[config.mk]
export PLATFORM = sky130hd
export DESIGN_NAME = xpt_conn_reg
export DESIGN_NICKNAME = d
export VERILOG_FILES = /design/src/rtl/xpt_pkg.sv /design/src/rtl/xpt_ctrl.sv /design/src/rtl/xpt_datapath.sv /design/src/rtl/xpt_conn_reg.sv
export SDC_FILE = /design/constraint.sdc
export NUM_CORES = 1
export LEC_CHECK = 0
export BUFFER_PORTS_ARGS = -buffer_cell sky130_fd_sc_hd__clkbuf_2
export CAP_MARGIN = 20
export CORE_MARGIN = 2
export CORE_UTILIZATION = 55
export DETAILED_ROUTE_END_ITERATION = 10
export PLACE_DENSITY_LB_ADDON = 0.3
export SETUP_SLACK_MARGIN = 0.02
export SKIP_CTS_REPAIR_TIMING = 1
export SLEW_MARGIN = 20
export SYNTH_ARGS = -nofsm -noshare
export SYNTH_HDL_FRONTEND = slang
export SYNTH_SLANG_ARGS = --single-unit
export TNS_END_PERCENT = 30
[constraint.sdc]
create_clock -name clk -period 2.1 [get_ports clk]
set_input_delay 0.21 -clock clk [delete_from_list [all_inputs] [get_ports clk]]
set_output_delay 0.21 -clock clk [all_outputs]
set_load 0.01 [all_outputs]
[src/rtl/xpt_pkg.sv]
package xpt_pkg;
  // One-cycle action pulses from control to datapath
  typedef struct packed {
    logic wr;
    logic salvo;
    logic clr;
  } xpt_strb_t;
endpackage

[src/rtl/xpt_ctrl.sv]
module xpt_ctrl #(
  parameter int SYNC_STAGES = 2
) (
  input  logic               clk,
  input  logic               rstN,
  input  logic               wrIn,
  input  logic               salvoIn,
  input  logic               clrIn,
  input  logic               chipSel,
  input  logic               readMode,
  output xpt_pkg::xpt_strb_t strb
);
  localparam int NUM_STROBES = 3;
  localparam int PIPE_LEN    = SYNC_STAGES + 1;

  logic [NUM_STROBES-1:0] rawIn;
  logic [NUM_STROBES-1:0] rise;

  assign rawIn = {clrIn, salvoIn, wrIn};

  for (genvar k = 0; k < NUM_STROBES; k++) begin : g_sync
    logic [PIPE_LEN-1:0] pipe;
    always_ff @(posedge clk or negedge rstN) begin
      if (!rstN) pipe <= '0;
      else       pipe <= {pipe[PIPE_LEN-2:0], rawIn[k]};
    end
    assign rise[k] = pipe[SYNC_STAGES-1] & ~pipe[SYNC_STAGES];
  end

  always_comb begin
    strb.wr    = rise[0] & chipSel & ~readMode;
    strb.salvo = rise[1];
    strb.clr   = rise[2];
  end
endmodule

[src/rtl/xpt_datapath.sv]
module xpt_datapath #(
  parameter int OUT_ADDR_W = 2,
  parameter int IN_ADDR_W  = 4
) (
  input  logic                                                 clk,
  input  logic                                                 rstN,
  input  xpt_pkg::xpt_strb_t                                   strb,
  input  logic                                                 chipSel,
  input  logic                                                 readMode,
  input  logic [OUT_ADDR_W-1:0]                                outSel,
  input  logic [IN_ADDR_W-1:0]                                 inSelIn,
  output logic [IN_ADDR_W-1:0]                                 inSelOut,
  output logic                                                 inSelOe,
  output logic [(1<<OUT_ADDR_W)*(1<<(IN_ADDR_W-1))-1:0]        swEn
);
  localparam int NUM_OUTS = 1 << OUT_ADDR_W;
  localparam int SEL_W    = IN_ADDR_W - 1;
  localparam int NUM_INS  = 1 << SEL_W;

  logic [NUM_OUTS-1:0][IN_ADDR_W-1:0] pending;
  logic [NUM_OUTS-1:0][IN_ADDR_W-1:0] active;

  always_ff @(posedge clk or negedge rstN) begin
    if (!rstN)        pending <= '0;
    else if (strb.wr) pending[outSel] <= inSelIn;
  end

  // Clear outranks the update strobe
  always_ff @(posedge clk or negedge rstN) begin
    if (!rstN)           active <= '0;
    else if (strb.clr)   active <= '0;
    else if (strb.salvo) active <= pending;
  end

  for (genvar o = 0; o < NUM_OUTS; o++) begin : g_out
    for (genvar i = 0; i < NUM_INS; i++) begin : g_in
      assign swEn[o*NUM_INS+i] = active[o][IN_ADDR_W-1] &&
                                 (active[o][SEL_W-1:0] == SEL_W'(i));
    end
  end

  always_comb begin
    inSelOe  = chipSel & readMode;
    inSelOut = inSelOe ? active[outSel] : '0;
  end
endmodule

[src/rtl/xpt_conn_reg.sv]
module xpt_conn_reg #(
  parameter int OUT_ADDR_W  = 2,
  parameter int IN_ADDR_W   = 4,
  parameter int SYNC_STAGES = 2
) (
  input  logic                                          clk,
  input  logic                                          rstN,
  input  logic                                          chipSel,
  input  logic                                          readMode,
  input  logic                                          wrStrobe,
  input  logic                                          salvoStrobe,
  input  logic                                          clrStrobe,
  input  logic [OUT_ADDR_W-1:0]                         outSel,
  input  logic [IN_ADDR_W-1:0]                          inSelIn,
  output logic [IN_ADDR_W-1:0]                          inSelOut,
  output logic                                          inSelOe,
  output logic [(1<<OUT_ADDR_W)*(1<<(IN_ADDR_W-1))-1:0] swEn
);
  xpt_pkg::xpt_strb_t strb;

  xpt_ctrl #(.SYNC_STAGES(SYNC_STAGES)) u_ctrl (
    .clk(clk), .rstN(rstN), .wrIn(wrStrobe), .salvoIn(salvoStrobe),
    .clrIn(clrStrobe), .chipSel(chipSel), .readMode(readMode), .strb(strb)
  );

  xpt_datapath #(.OUT_ADDR_W(OUT_ADDR_W), .IN_ADDR_W(IN_ADDR_W)) u_dp (
    .clk(clk), .rstN(rstN), .strb(strb), .chipSel(chipSel),
    .readMode(readMode), .outSel(outSel), .inSelIn(inSelIn),
    .inSelOut(inSelOut), .inSelOe(inSelOe), .swEn(swEn)
  );
endmodule

==> run summary <==
The worst-path maximum fanout was 7; the remaining antenna violation count was 0. The relative contribution of combinational cells to total power was 0.145. From synthesis to final layout, the design area changed by 22.2%. Overall power of the completed layout: 1750 uW. Counting flops and latches in the post-synthesis netlist gives 41. Number of antenna cells inserted: 0.

The maximum root-to-sink buffer count was 2; the share of total power in sequential cells was 0.562. TritonCTS created 5 clock buffers. The critical path is of the reg -> out type. For this design the total switching power over the nets is 432 uW.

The number of hold violations in the final report came out at 0. The number of flops mapped to enable cells by yosys works out to 0. The net switching fraction of the power is 0.247.

The clock latency at the later pin of the worst-skew pair is 340 ps, and the clock transition time at the flip-flop clock pins of the worst setup and hold paths is 110 ps. The average size of a mapped cell works out to 12.3 um^2. Row generation in the floorplan step produced 20 rows.

The logs give 0.553 for the headroom to the max-slew limit and 0.592 for the starting density of the core. The first global-routing pass estimated 5.41 mm of wire. The clock drives 41 sinks. Once placement finished, the instance area stood at 2120 um^2. Count of synthesis-stage warnings from yosys: 0.

The floorplan step set the die height to 61.8 um. The floorplan step defined a die boundary enclosing 3820 um^2. After routing, the total negative slack on setup checks comes to 0 ps. In this run the cell area of the synthesized design comes to 1840 um^2.

The total track usage is 0.208, and the portion of total power attributed to the clock network is 0.292. The vias per cell is 5.34. The arrival time at the worst endpoint was 1570 ps.

The count of buffers inserted at the top-level ports was 49; the internal power component was 1320 uW. IR analysis of the VDD net gives a maximum drop of 493 uV. The total power density per cell area works out to 782 nW/um^2.

The minimum setup slack among reg-to-reg paths is 730 ps, and the number of search-and-repair iterations in the first detailed-routing pass is 4. The floorplan core area was 3100 um^2. The run finished with clean final reports. Routability-driven placement finished with a final weighted congestion of 0.774.

At the pin with the least slew margin, the transition time is 671 ps. 50 I/O pins were placed. The run gives 2.79 mm as the final HPWL from detailed placement.

The cell at the root of the clock tree was clkbuf_4. The via count of the first global-routing pass came out at 1137. The worst setup path is captured at an output pin. The die boundary width came out at 61.8 um. The CTS H-tree depth is 2. Max-cap violations in this run came to 0.

Setup violations remaining at the end of the flow were counted as 0. The vias after detailed routing is 1340. STA classifies the critical path startpoint as a register.

Synthesis produced a netlist with a net count of 162. For the count of fill cells added during filler insertion, the log shows 243. Summing all non-filler instances in the final layout gives an area of 2240 um^2.

After detailed routing, the number of remaining DRC violations is 0. Based on the critical path, the design can be clocked at up to 0.561 GHz. TritonCTS built the clock tree. Synthesis handed over a netlist of 149 instances. The share of the clock period used by the worst path is 0.849. The worst path in the final design needs a cycle of 1780 ps, including I/O delays and setup.

On the final layout, the worst clock skew is 8.67 ps. The max-slew violation total from the final report was 0; the proportion of layout cells with a drive suffix above 1 was 0.396. For the post-route worst hold slack, the log shows 152 ps. The worst endpoint required time was 1890 ps.

Sorting the synthesized cells by area gives the leading types as dfrtp_1, a22o_1, mux2_2, nor2_1, mux4_2. In the final design database the tool counted 219 nets. The top-area cell type share of the netlist area was 0.559; the post-detailed-routing wire length was 3.60 mm.

The analysis attributes to cell leakage a power of 0.00109 uW. The sequential cell area fraction in the yosys report is 0.559. Setup repair after global routing left no endpoint under its margin.

The leading area contributor after synthesis is dfrtp_1. The initial antenna violation count came out at 0. After global routing the overflow that remains totals 0.

For this run, the leading register cell type out of synthesis is dfrtp_1. By count the netlist is led by dfrtp_1, nor2_1, a22o_1. The share of flip-flops with an asynchronous set or reset is 1.00, and the count of cell types in the netlist is 21. Entering global routing, the biggest net connects 42 pins. The type of the worst min-delay path was in -> reg. The average wire length per cell after detail routing came out at 14.4 um.

In the post-synthesis netlist, the cell with the most instances is dfrtp_1. The first routing iteration left 83 violations.
[stage by stage]
stage | cells | worst slack, ps | util
3_3_place_gp | 239 | 675 | 0.683
2_1_floorplan | 149 | 757 | -
3_5_place_dp | 239 | 637 | 0.683
6_report | 251 | 317 | 0.723
5_1_grt | 251 | 233 | 0.723
4_1_cts | 247 | 293 | 0.710
[worst paths after layout]
| path | start | end | depth (start not counted) |
|---|---|---|---|
| worst max register to register | u_ctrl.g_sync[0].pipe[2] | u_dp.pending[5] | 3 |
| worst min register to register | u_ctrl.g_sync[1].pipe[0] | u_ctrl.g_sync[1].pipe[1] | 0 |
| worst max-delay path | u_dp.active[14] | inSelOut[2] | 3 |
| worst min-delay path | inSelIn[1] | u_dp.pending[13] | 2 |
| min in group asynchronous | rstN | u_dp.active[11] | 3 |
| max in group asynchronous | rstN | u_ctrl.g_sync[2].pipe[2] | 3 |
[logic make-up (layout without fill, tap and decap cells)]
family	count (synthesis)	after routing	synth area share
muxes	20	20	0.155
DFF	41	41	0.559
AOI/OAI and AO/OA	17	17	0.0811
buffers and inverters	6	64	0.0198
and+or+nand+nor	65	65	0.185
[layout make-up]
class                   count  area [um^2]  area share
clock buffers               7         55.1      0.0245
repair buffers             55          300       0.134
flip-flops and latches     41         1030       0.457
inverters                   1         3.75     0.00167
clock inverters             1         30.0      0.0134
multi-input cells         102          773       0.345
well taps                  44         55.1      0.0245
[per-layer routing]
layer | track usage | vias up | share of wire | routed length, um
met5 | 0 | - | 0 | 0
met4 | 0.0790 | 0 | 0.013 | 48
met3 | 0.0621 | 6 | 0.064 | 230
met2 | 0.335 | 56 | 0.46 | 1660
met1 | 0.268 | 636 | 0.46 | 1670
li1 | - | 642 | - | -
[power by group through the flow]
stage | combinational (uW) | sequential (uW) | clock (uW)
2_1_floorplan | 184 | 965 | 0
3_3_place_gp | 237 | 990 | 0
3_5_place_dp | 251 | 1000 | 0
4_1_cts | 253 | 984 | 529
5_1_grt | 281 | 999 | 562
6_report | 255 | 986 | 512
[critical path, cell delays in order (launching register included)]
cell and delay, ps:
dfrtp_1 470, mux4_2 480, and2_1 160, clkbuf_2 120
[flip-flops by register name, summed over array words and instances, names as in the netlist]
| name | count |
|---|---|
| u_ctrl.g_sync.pipe | 9 |
| u_dp.active | 16 |
| u_dp.pending | 16 |
[layout by cell type (no fill, tap or decap)]
cell type / Yosys / layout
a21oi_2: 1 / 1
and4bb_1: 1 / 1
a22o_1: 16 / 16
clkbuf_1: 1 / 1
inv_1: 1 / 1
and2_1: 5 / 5
nor3b_2: 1 / 1
clkbuf_8: 0 / 1
mux2_2: 12 / 12
dfrtp_1: 41 / 41
dlygate4sd3_1: 0 / 4
mux2_4: 4 / 4
nor2_1: 25 / 25
nand3b_1: 2 / 2
buf_4: 1 / 2
nor2b_4: 1 / 1
nor3_1: 8 / 8
and3_4: 1 / 1
mux4_2: 4 / 4
nand2b_1: 12 / 12
clkbuf_4: 0 / 5
bufinv_16: 0 / 1
clkbuf_2: 0 / 49
nand2_1: 9 / 9
Note: power is estimated with default switching activity, not from simulation.
